===== src/rtl/byp_pkg.sv =====
package byp_pkg;

    // Select code driven onto each ALU operand multiplexer.
    typedef enum logic [1:0] {
        FWD_MEM = 2'd0,   // memory-stage result
        FWD_WB  = 2'd1,   // writeback value
        FWD_RF  = 2'd2    // register-file value
    } fwd_sel_e;

    // Select code for the data-memory store-data input.
    typedef enum logic {
        STD_PIPE = 1'b0,  // value captured when the store left execute
        STD_WB   = 1'b1   // writeback value
    } std_sel_e;

    // Number of ALU operand multiplexers (A and B).
    localparam int unsigned NUM_ALU_OPND = 2;

    // A producer may feed a bypass only if it writes a real register
    // and is not excluded by the caller (load in memory, non-store, ...).
    function automatic logic producer_ok(input logic wen,
                                         input logic dst_is_zero,
                                         input logic excluded);
        return wen && !dst_is_zero && !excluded;
    endfunction

endpackage


===== src/rtl/byp_match.sv =====
module byp_match
    import byp_pkg::*;
#(
    parameter int unsigned RIDX = 5
) (
    input  logic [RIDX-1:0] src_i,
    input  logic [RIDX-1:0] dst_i,
    input  logic            wen_i,
    input  logic            excl_i,
    output logic            hit_o
);

    logic dst_zero;
    logic same_reg;

    assign dst_zero = (dst_i == '0);
    assign same_reg = (src_i == dst_i);
    assign hit_o    = producer_ok(wen_i, dst_zero, excl_i) && same_reg;

    // Register 0 must never produce a hit on any path.
    always_comb begin
        if (src_i == '0) begin
            AST_R0_NEVER_HITS: assert (!hit_o);
        end
    end

    // A producer that writes nothing must never produce a hit.
    always_comb begin
        if (!wen_i) begin
            AST_NO_WEN_NO_HIT: assert (!hit_o);
        end
    end

endmodule


===== src/rtl/byp_opnd_sel.sv =====
module byp_opnd_sel
    import byp_pkg::*;
#(
    parameter int unsigned XLEN = 32,
    parameter int unsigned RIDX = 5
) (
    input  logic [RIDX-1:0] src_i,
    input  logic [XLEN-1:0] rf_val_i,
    input  logic [RIDX-1:0] m_rd_i,
    input  logic            m_wen_i,
    input  logic            m_load_i,
    input  logic [XLEN-1:0] m_res_i,
    input  logic [RIDX-1:0] w_rd_i,
    input  logic            w_wen_i,
    input  logic [XLEN-1:0] w_val_i,
    output fwd_sel_e        sel_o,
    output logic [XLEN-1:0] val_o
);

    logic hit_mem;
    logic hit_wb;

    // Memory stage: a load's result there is only an address, never data.
    byp_match #(.RIDX(RIDX)) u_mem_match (
        .src_i  (src_i),
        .dst_i  (m_rd_i),
        .wen_i  (m_wen_i),
        .excl_i (m_load_i),
        .hit_o  (hit_mem)
    );

    // Writeback stage: every writing instruction qualifies.
    byp_match #(.RIDX(RIDX)) u_wb_match (
        .src_i  (src_i),
        .dst_i  (w_rd_i),
        .wen_i  (w_wen_i),
        .excl_i (1'b0),
        .hit_o  (hit_wb)
    );

    // Fixed priority: the younger producer (memory stage) wins.
    always_comb begin
        if (hit_mem) begin
            sel_o = FWD_MEM;
        end else if (hit_wb) begin
            sel_o = FWD_WB;
        end else begin
            sel_o = FWD_RF;
        end
    end

    // Operand multiplexer driven by the select code.
    always_comb begin
        unique case (sel_o)
            FWD_MEM: val_o = m_res_i;
            FWD_WB:  val_o = w_val_i;
            default: val_o = rf_val_i;
        endcase
    end

    always_comb begin
        AST_SEL_LEGAL: assert (sel_o != fwd_sel_e'(2'd3));
        if (hit_mem && hit_wb) begin
            AST_MEM_OVER_WB: assert (sel_o == FWD_MEM);
        end
        if (sel_o == FWD_MEM) begin
            AST_MUX_MEM_VALUE: assert (val_o == m_res_i);
        end
        if (sel_o == FWD_WB) begin
            AST_MUX_WB_VALUE: assert (val_o == w_val_i);
        end
    end

endmodule


===== src/rtl/byp_store_sel.sv =====
module byp_store_sel
    import byp_pkg::*;
#(
    parameter int unsigned XLEN = 32,
    parameter int unsigned RIDX = 5
) (
    input  logic            m_store_i,
    input  logic [RIDX-1:0] m_st_rs_i,
    input  logic [XLEN-1:0] m_st_data_i,
    input  logic [RIDX-1:0] w_rd_i,
    input  logic            w_wen_i,
    input  logic [XLEN-1:0] w_val_i,
    output std_sel_e        sel_o,
    output logic [XLEN-1:0] data_o
);

    logic hit_wb;

    // Only the store's data register is compared; the address was
    // formed in execute and has no path through this block.
    byp_match #(.RIDX(RIDX)) u_wb_match (
        .src_i  (m_st_rs_i),
        .dst_i  (w_rd_i),
        .wen_i  (w_wen_i),
        .excl_i (!m_store_i),
        .hit_o  (hit_wb)
    );

    assign sel_o  = hit_wb ? STD_WB : STD_PIPE;
    assign data_o = (sel_o == STD_WB) ? w_val_i : m_st_data_i;

    always_comb begin
        if (!m_store_i) begin
            AST_ONLY_STORES_FWD: assert (sel_o == STD_PIPE);
        end
        if (sel_o == STD_WB) begin
            AST_STDATA_FROM_WB: assert (data_o == w_val_i);
        end else begin
            AST_STDATA_FROM_PIPE: assert (data_o == m_st_data_i);
        end
    end

endmodule


===== src/rtl/operand_bypass_top.sv =====
module operand_bypass_top
    import byp_pkg::*;
#(
    parameter int unsigned XLEN     = 32,
    parameter int unsigned NUM_REGS = 32,
    localparam int unsigned RIDX    = $clog2(NUM_REGS)
) (
    input  logic [RIDX-1:0] x_rs1_i,
    input  logic [RIDX-1:0] x_rs2_i,
    input  logic [XLEN-1:0] x_rf1_i,
    input  logic [XLEN-1:0] x_rf2_i,
    input  logic [RIDX-1:0] m_rd_i,
    input  logic            m_wen_i,
    input  logic            m_load_i,
    input  logic [XLEN-1:0] m_res_i,
    input  logic            m_store_i,
    input  logic [RIDX-1:0] m_st_rs_i,
    input  logic [XLEN-1:0] m_st_data_i,
    input  logic [RIDX-1:0] w_rd_i,
    input  logic            w_wen_i,
    input  logic [XLEN-1:0] w_val_i,
    output logic [1:0]      fwd_a_sel_o,
    output logic [1:0]      fwd_b_sel_o,
    output logic            st_sel_o,
    output logic [XLEN-1:0] alu_a_o,
    output logic [XLEN-1:0] alu_b_o,
    output logic [XLEN-1:0] st_data_o
);

    // Per-operand views of the execute-stage sources.
    logic [RIDX-1:0] opnd_src [NUM_ALU_OPND];
    logic [XLEN-1:0] opnd_rf  [NUM_ALU_OPND];
    fwd_sel_e        opnd_sel [NUM_ALU_OPND];
    logic [XLEN-1:0] opnd_val [NUM_ALU_OPND];
    std_sel_e        st_sel;

    assign opnd_src[0] = x_rs1_i;
    assign opnd_src[1] = x_rs2_i;
    assign opnd_rf[0]  = x_rf1_i;
    assign opnd_rf[1]  = x_rf2_i;

    // One independent selector and multiplexer per ALU input.
    for (genvar g = 0; g < NUM_ALU_OPND; g++) begin : g_opnd
        byp_opnd_sel #(.XLEN(XLEN), .RIDX(RIDX)) u_sel (
            .src_i    (opnd_src[g]),
            .rf_val_i (opnd_rf[g]),
            .m_rd_i   (m_rd_i),
            .m_wen_i  (m_wen_i),
            .m_load_i (m_load_i),
            .m_res_i  (m_res_i),
            .w_rd_i   (w_rd_i),
            .w_wen_i  (w_wen_i),
            .w_val_i  (w_val_i),
            .sel_o    (opnd_sel[g]),
            .val_o    (opnd_val[g])
        );
    end

    // Writeback-to-memory path, store data only.
    byp_store_sel #(.XLEN(XLEN), .RIDX(RIDX)) u_store (
        .m_store_i   (m_store_i),
        .m_st_rs_i   (m_st_rs_i),
        .m_st_data_i (m_st_data_i),
        .w_rd_i      (w_rd_i),
        .w_wen_i     (w_wen_i),
        .w_val_i     (w_val_i),
        .sel_o       (st_sel),
        .data_o      (st_data_o)
    );

    assign fwd_a_sel_o = opnd_sel[0];
    assign fwd_b_sel_o = opnd_sel[1];
    assign alu_a_o     = opnd_val[0];
    assign alu_b_o     = opnd_val[1];
    assign st_sel_o    = st_sel;

    // A load in the memory stage holds an address, never a data source.
    always_comb begin
        if (m_load_i) begin
            AST_LOAD_NEVER_SOURCE: assert (fwd_a_sel_o != 2'd0 && fwd_b_sel_o != 2'd0);
        end
    end

    // With no writing producer at all, both operands come from the register file.
    always_comb begin
        if (!m_wen_i && !w_wen_i) begin
            AST_IDLE_USES_RF: assert (alu_a_o == x_rf1_i && alu_b_o == x_rf2_i);
        end
    end

endmodule


===== config.mk =====
export PLATFORM = sky130hd
export DESIGN_NAME = operand_bypass_top
export DESIGN_NICKNAME = d
export VERILOG_FILES = /design/src/rtl/byp_pkg.sv /design/src/rtl/byp_match.sv /design/src/rtl/byp_opnd_sel.sv /design/src/rtl/byp_store_sel.sv /design/src/rtl/operand_bypass_top.sv
export SDC_FILE = /design/constraint.sdc
export NUM_CORES = 1
export LEC_CHECK = 0
export ABC_CLOCK_PERIOD_IN_PS = 2000
export BUFFER_PORTS_ARGS = -buffer_cell sky130_fd_sc_hd__buf_4
export CORE_AREA = 2 2 114 116
export DETAILED_ROUTE_END_ITERATION = 8
export DIE_AREA = 0 0 116 118
export PLACE_DENSITY_LB_ADDON = 0.3
export SLEW_MARGIN = 20
export SYNTH_ARGS = -nofsm -noshare
export SYNTH_HDL_FRONTEND = slang
export SYNTH_SLANG_ARGS = --single-unit

===== constraint.sdc =====
create_clock -name vclk -period 2
set_input_delay 0.4 -clock vclk [all_inputs]
set_output_delay 0.4 -clock vclk [all_outputs]
set_load 0.02 [all_outputs]

Word level (Yosys, flattened, before mapping)
Cells that the tools add are included.
- equality and inequality tests: 7
- muxes and demuxes: 8
- reductions and logical operators: 16
- operator list (operator ; number):
    32-bit case mux with 2 select lines ; 2
    32-bit two-way mux ; 1
    5-bit == test ; 5
    5-bit zero test ; 2
    1-bit logical AND ; 9
    2-bit two-way mux ; 4
    2-bit by 1-bit == test with 1-bit output (second input constant) ; 2
    2-bit zero test ; 2
    1-bit zero test ; 3
    1-bit two-way mux ; 1
- register bits: 0
- output and inout port bits: 101
- logic and storage cells: 31

Logic depth before layout (Yosys ltp)
Gate-level depths: netlist (run 1).
- depth in word-level cells: 8
- depth in mapped cells: 7

Modules after synthesis
From an unflattened synthesis (run 1), not the netlist that was laid out.
- cells, all modules: 312
- area, all modules: 2472.4 um^2
- modules (own cells, without submodules) (module ; instances ; cells each ; area each (um^2) ; seq. area each (um^2)):
    byp_opnd_sel ; 2 ; 110 ; 718.2 ; 0.0
    byp_store_sel ; 1 ; 37 ; 548.0 ; 0.0
    byp_match ; 5 ; 11 ; 97.6 ; 0.0

Worst setup path before layout (run 1)
OpenSTA, ideal clock, no wires.
- path kind: input to output
- start: in x_rs2_i[4]
- end: out alu_b_o[18]
- arrival: 2.020 ns
- data required time: 1.600 ns
- setup slack: -0.420 ns
- cell stages on the path: 6
- path buffers: 2
- cells stage by stage: xor2_1 -> or3_1 -> buf_6 -> buf_6 -> or4_1 -> a31oi_1
- longest elaborated chain between the ends: 6
- elaborated cells between the ends (all ways): 9
- classes of those cells: eq/ne (3); mux (3); reduce/logical (3)
- ends and longest elaborated chain (item ; RTL line ; RTL):
    start, declared ; operand_bypass_top.sv:9 ; input logic [RIDX-1:0] x_rs2_i,
    5-bit == test ; byp_match.sv:17 ; assign same_reg = (src_i == dst_i);
    1-bit logical AND ; byp_match.sv:18 ; assign hit_o = producer_ok(wen_i, dst_zero, excl_i) && same_reg;
    2-bit two-way mux ; byp_opnd_sel.sv:45 ; end else if (hit_wb) begin
    2-bit two-way mux * ; byp_opnd_sel.sv:43 ; if (hit_mem) begin
    2-bit by 1-bit == test with 1-bit output or 2-bit zero test (tied branches) ; -- ;
    32-bit case mux with 2 select lines * ; byp_opnd_sel.sv:54 ; unique case (sel_o)
    end, declared ; operand_bypass_top.sv:26 ; output logic [XLEN-1:0] alu_b_o,
Mark *: on every way between the ends. The rest lies on a longest branch, timed or not.

Final worst setup path (run 1)
- start: in x_rs2_i[1]
- end: out alu_b_o[16]
Same word-level chain as after synthesis.

==> results of run 1 <==
-- cell usage after synthesis --
cell type and instances:
a211oi_1 1, a21bo_2 1, a21boi_1 1, a22oi_1 4, a2bb2oi_1 4, a31oi_1 60
and2_1 2, and4_1 1, buf_1 1, buf_2 22, buf_4 2, buf_6 4
clkbuf_1 38, inv_1 29, mux2_1 10, mux2_2 22, nand2_1 6, nand3_1 1
nand4_1 34, nor2_1 1, nor2b_1 3, nor3_1 35, nor3_2 1, nor4_1 33
o211a_1 1, o211ai_2 1, o21ai_1 1, o31ai_1 64, or2_0 1, or2_2 2
or3_1 3, or4_1 29, xnor2_1 15, xor2_1 10
-- where the power goes --
group	switching [mW]	internal, mW
registers	0	0
logic	1.12	1.19
clock network	0	0
-- critical path: cells and delay by family --
kind	cells	cell delay [ns]
XOR/XNOR	1	0.17
AND/OR/NAND/NOR	2	0.90
AO/OA/AOI/OAI	1	0.17
buffers and inverters	3	0.46
-- logic make-up (layout without fill, tap and decap cells) --
logic type,Yosys count,count (layout),share of synthesized area [%]
buf+inv,96,476,14.6
compound gates,138,139,33.5
mux,32,32,12.4
simple gates,152,152,32.0
xor+xnor,25,25,7.53
-- layout make-up --
type,instances,area share [%]
timing repair buffer,447,48.9
tap,172,2.33
inverter,29,1.22
multi-input combinational,348,47.6
-- per-layer routing --
layer  vias to the layer above  global-route usage (%)  wire [microns]
li1                       2561                       -               -
met4                         0                    12.8            1150
met2                       413                    59.5           12300
met5                         -                       0               0
met1                      2897                    37.2            8840
met3                        94                    5.05            2000
-- through the flow --
| stage | utilization [%] | setup slack [ns] | area [sq um] | instances | hold slack [ns] |
|---|---|---|---|---|---|
| global placement | 61.1 | -0.541 | 7580 | 944 | 1.11 |
| global route | 74.3 | -0.556 | 9220 | 996 | 1.12 |
| floorplan | - | -0.223 | 4530 | 443 | 0.918 |
| finish | 74.3 | -0.533 | 9220 | 996 | 1.11 |
| detailed placement | 61.1 | -0.638 | 7580 | 944 | 1.11 |
| CTS | 72.0 | -0.508 | 8930 | 985 | 1.11 |
-- worst paths after layout --
| check | from | end | cells past startpoint |
|---|---|---|---|
| worst max-delay path | x_rs2_i[1] | alu_b_o[16] | 7 |
| worst min-delay path | m_st_data_i[20] | st_data_o[20] | 3 |
-- timing repair --
| action | 4_1_cts | 5_1_grt |
|---|---|---|
| setup endpoints to repair | 101 | 101 |
| pin swaps | 17 | 11 |
| buffers inserted | 29 | 13 |
| hold buffers | 0 | 0 |
| gates cloned | 12 | 7 |
| gates resized for setup | 194 | 34 |
==> impl_results.md, run 1 <==
* Syn Nets at 632
* Nets at 1,015
* Pwr dens at 251 nW/um^2
* CP endpoint kind: output pin
* GRT Util Overall at 32.6%
* Final WS setup at -0.533 ns
* Commonest non-fill, non-tap cell in the layout: buf_4
* Final min period at 2.53 ns
* Finish-stage setup viols at 101
* Antenna cell count at 0
* Core ar. at 12,400 sq um
* Num rows at just over 40
* # fillers at between 800 and 900
* Area Overhead vs Synth at 217%
* Via density per instance at 5.99
* RSZ-0062 raised after global routing: true
* Peak Freq at approximately 390 MHz
* Drt initial violations at just over 500
* Register area share after synthesis at 0%
* Dpl hpwl at 15,600 microns
* Vias in the first global route at 6,177
* Routed WL at around 24,000 microns
* Die area at roughly 14,000 sq um
* Die W at around 120 microns
* CP arrival at ~2.1 ns
* Top-area cell type share of the netlist area at 16.5%
* Setup crit start kind: input pin
* Syn Area/Cell at 6.57 sq um
* Remaining global-route overflow at 0
* Initial antenna violation count at 0
* FF+latch count at 0
* Total iterations of the first detailed-routing run at 5
* # DRC at 0
* Multi-input gate area at between 4000 and 5000 sq um
* Synth unique cells at 34
* Static leakage at 3.72 nW
* Dominant cells by area after synthesis: o31ai_1 17%, a31oi_1 13%, mux2_2 8.5%
* Hold Vio Cnt, Final at 0
* Layout cells sized above 1 at 80.6%
* Top Ports at 290
* Worst path slowest cell: or3_4
* # clk buffers at 0
* Vias at around 6,000
* Crit Path Class: input pin to output pin
* First-pass GRT wire length at 35,100 microns
* Synth Instances at 443
* Pins Over Slew Limit at 0
* Post-synth top area cell: o31ai_1
* Largest net degree at the start of global routing at 41
* Setup TNS at -44.69 ns
* Max FO, Critical Path at 27
* Period utilization at 127%
* Ys Warns at 0
* Status: finished, violations left
* GPL Wtd Cong at 0.850
* Crit path required time at 1.60 ns
* Die H at 118 microns
* Overall power at 2.32 mW
* Routed len/inst at 24.4 microns
* Port bufs at 290
* Max-cap violation count at 0
* Starting Density at 23.4%
* Tightest Pin Transition at 0.679 ns
* Worst Hold Class: input pin to output pin
* Cell Area, Synth at 2910 sq um
* Slew headroom at 54.4%
* Failing checks: setup timing
* Commonest non-fill, non-tap cells in the layout: 275 x buf_4, 122 x buf_6, 60 x a31oi_4
* Cells along the critical path: buf_4 -> xor2_1 -> or3_4 -> buf_12 -> or4_4 -> a31oi_4 -> buf_6
* ANT nets after route at 0
* VDD IR max at 0.170 mV
* Sequential cell area at 0 sq um
* Critical path's largest stage delay at approximately 0.46 ns
Power figures use the tool's default switching activity.
==> run 2, diff against run 1 <==
ABC_AREA = 1   (was not set)
CAP_MARGIN = 20   (was not set)
CORE_AREA = 2 2 113 115   (was 2 2 114 116)
DIE_AREA = 0 0 115 117   (was 0 0 116 118)
==> run 2 against run 1 <==
Net effect:
- largest cell class unchanged
- synthesized cell count increased by 18%
- via count decreased by 11%
- fmax increased by 18%
- sequential share of layout area unchanged
- design area decreased by 17%
- routed wire length decreased by 15%
- highest routed layer unchanged
- critical endpoint is now alu_a_o[4]
- worst setup slack improved by 0.39 ns
- first-iteration DRC count decreased by 22%
- the run still ends with setup timing left
==> impl_results.md, run 2 <==
* Num rows at 41 (unchanged)
* Routed len/inst at 20.9 microns (-14%)
* Comb pwr share at 100.0% (about the same)
* Synth Instances at 521 (+18%)
* Clk pwr share at 0% (unchanged)
* Slew headroom at 72.4% (+18 points)
* P_int at 824 uW (-31%)
* Worst Hold Class: input pin to output pin
* Period utilization at 107% (-20 points)
* Port bufs at 290 (unchanged)
* Register area share after synthesis at 0% (unchanged)
* Drt initial violations at 401 (-22%)
* Max FO, Critical Path at 8 (-70%)
* VDD IR max at 0.133 mV (-22%)
* # fillers at 1,074 (+30%)
* Post-Place Cell Area at 5130 sq um (-32%)
* Area Overhead vs Synth at 192%
* Post-synth top area cell: nand3_1
* ANT nets after route at 0 (unchanged)
* Top-area cell type share of the netlist area at 43.5% (+27 points)
* Max Used Layer: met4
* Ys Warns at 0 (unchanged)
* Pins Over Slew Limit at 0 (unchanged)
* Vias in the first global route at 4,612 (-25%)
* Initial antenna violation count at 0 (unchanged)
* # DRC at 0 (unchanged)
* Pre-CTS WS at -0.108 ns (+0.530 ns)
* Commonest non-fill, non-tap cell in the layout: buf_4
* Total iterations of the first detailed-routing run at 5 (unchanged)
* Overall power at 1.61 mW (-31%)
* CP endpoint kind: output pin
* DP Cell Count at 946 (+0.21%)
* Switch Pwr at 781 uW (-30%)
* Cells along the critical path: buf_4 -> nor2_1 -> nand3_1 -> nand2_2 -> inv_4 -> nand3_4 -> inv_8 -> buf_12 -> buf_16 -> nand2_4 -> nand3_2 -> buf_6
* Post-layout util at 61.8% (-12 points)
* Core ar. at 12,300 sq um (-0.83%)
* Via density per instance at 5.43 (-9.4%)
* Syn Area/Cell at 4.99 sq um (-24%)
* Final min period at 2.14 ns (-0.394 ns)
* Hold Vio Cnt, Final at 0 (unchanged)
* Die W at 115 microns (-0.86%)
* Final Non-Filler Cells at 981 (-1.5%)
* Met1 Routed Length at 7530 microns (-15%)
* Starting Density at 21.1% (-2.3 points)
* Multi-input gate area at 3450 sq um (-21%)
* Syn Nets at 710 (+12%)
* Commonest cells post-synth: 226 x nand3_1, 136 x nand2_1, 34 x nand4_1
* Largest net degree at the start of global routing at 35 (-15%)
* Antenna cell count at 0 (unchanged)
* Most common cell in the netlist: nand3_1
* RSZ-0062 raised after global routing: true
* Crit path launch: m_rd_i[3]
* Vias at 5,323 (-11%)
* Die H at 117 microns (-0.85%)
* Top Ports at 290 (unchanged)
* GPL Wtd Cong at 0.845 (-0.51%)
* End of the critical path: alu_a_o[4]
* Commonest non-fill, non-tap cells in the layout: 187 x buf_4, 121 x nand3_2, 115 x buf_6
* Crit path required time at 1.60 ns (about the same)
* Hold slack at 1.09 ns (-0.0261 ns)
* Setup TNS at -6.91 ns (+37.78 ns)
* Nets at 1,022 (+0.69%)
* Sw Ratio at 48.7% (+0.12 points)
* Finish-stage setup viols at 96 (-5.0%)
* Setup crit start kind: input pin
* Peak Freq at 468 MHz (+18%)
* First-pass GRT wire length at 24,400 microns (-30%)
* Static leakage at 3.79 nW (+1.9%)
* Crit Path Class: input pin to output pin
* Part of the power in registers at 0% (unchanged)
* Dominant cells by area after synthesis: nand3_1 43%, nand2_1 20%, nand4_1 8.2%
* Layout cells sized above 1 at 71.1% (-9.5 points)
* Worst path slowest cell: nand3_4
* # clk buffers at 0 (unchanged)
* DR WL met3 at 1890 microns (-5.3%)
* Met2 WL at 10,900 microns (-12%)
* Tightest Pin Transition at 0.413 ns (-0.266 ns)
* Finished layout cell area at 7610 sq um (-17%)
* CP arrival at 1.74 ns (-0.39 ns)
* FF+latch count at 0 (unchanged)
* Dpl hpwl at 12,300 microns (-21%)
* GRT Util Overall at 23.0% (-9.6 points)
* Remaining global-route overflow at 0 (unchanged)
* Status: finished, violations left
* Failing checks: setup timing
* Routed WL at 20,500 microns (-15%)
* Sequential cell area at 0 sq um (unchanged)
* Max-cap violation count at 0 (unchanged)
* Cell Area, Synth at 2600 sq um (-11%)
* Critical path's largest stage delay at 0.17 ns (-0.29 ns)
* Die area at 13,500 sq um (-1.7%)
* Final WS setup at -0.138 ns (+0.394 ns)
* Pwr dens at 211 nW/um^2 (-16%)
* Synth unique cells at 24 (-29%)
run 2: cell count changes after synthesis, sizes merged, moves of 11 or more:
| cell | before | now |
|---|---|---|
| a31oi | 60 | 0 |
| buf | 29 | 40 |
| clkbuf | 38 | 6 |
| mux2 | 32 | 0 |
| nand2 | 6 | 137 |
| nand3 | 1 | 232 |
| nor2 | 1 | 25 |
| nor3 | 36 | 3 |
| nor4 | 33 | 0 |
| o31ai | 64 | 0 |
| or4 | 29 | 0 |
run 2: what timing repair did:
item	CTS	global route
pin swaps	24	66
buffers inserted	6	8
hold buffers	0	0
gates resized for setup	141	285
gates cloned	7	16
endpoints found under the setup margin	91	100
hold endpoints to repair	0	0
run 2: cell type report:
cell class                 count  share of cell area [%]
tap                          150                    2.47
inverter                      24                    1.61
multi-input combinational    451                    45.4
timing repair buffer         356                    50.6
run 2: cells by family after synthesis:
| group | count (synthesis) | synth area share, % |
|---|---|---|
| xor+xnor | 14 | 4.71 |
| buf+inv | 70 | 14.1 |
| simple gates | 435 | 80.8 |
| compound gates | 2 | 0.385 |
run 2: worst min-delay path by stage:
stage | startpoint | to | slack, ns | depth (start not counted)
finish | m_st_data_i[0] | st_data_o[0] | 1.09 | 4
global route | m_st_data_i[24] | st_data_o[24] | 1.10 | 4
CTS | m_st_data_i[17] | st_data_o[17] | 1.09 | 4
detailed placement | m_st_data_i[1] | st_data_o[1] | 1.09 | 4
global placement | m_st_data_i[1] | st_data_o[1] | 1.09 | 4
floorplan | m_st_data_i[22] | st_data_o[22] | 0.97 | 2
run 2: power groups by stage:
stage | Sequential [mW] | Combinational, mW | Clock (mW)
global route | 0 | 1.69 | 0
detailed placement | 0 | 1.15 | 0
floorplan | 0 | 0.487 | 0
global placement | 0 | 1.15 | 0
CTS | 0 | 1.30 | 0
finish | 0 | 1.61 | 0
run 2: layer usage:
layer | GRT usage (%) | vias to the layer above
met5 | 0 | -
met4 | 3.37 | 0
met3 | 3.60 | 24
met2 | 42.7 | 305
met1 | 28.5 | 2558
li1 | - | 2436
run 2: worst max-delay path: cells and delay by family:
kind / cells / cell delay (ns)
simple gates: 6 / 0.63
buf+inv: 6 / 0.69
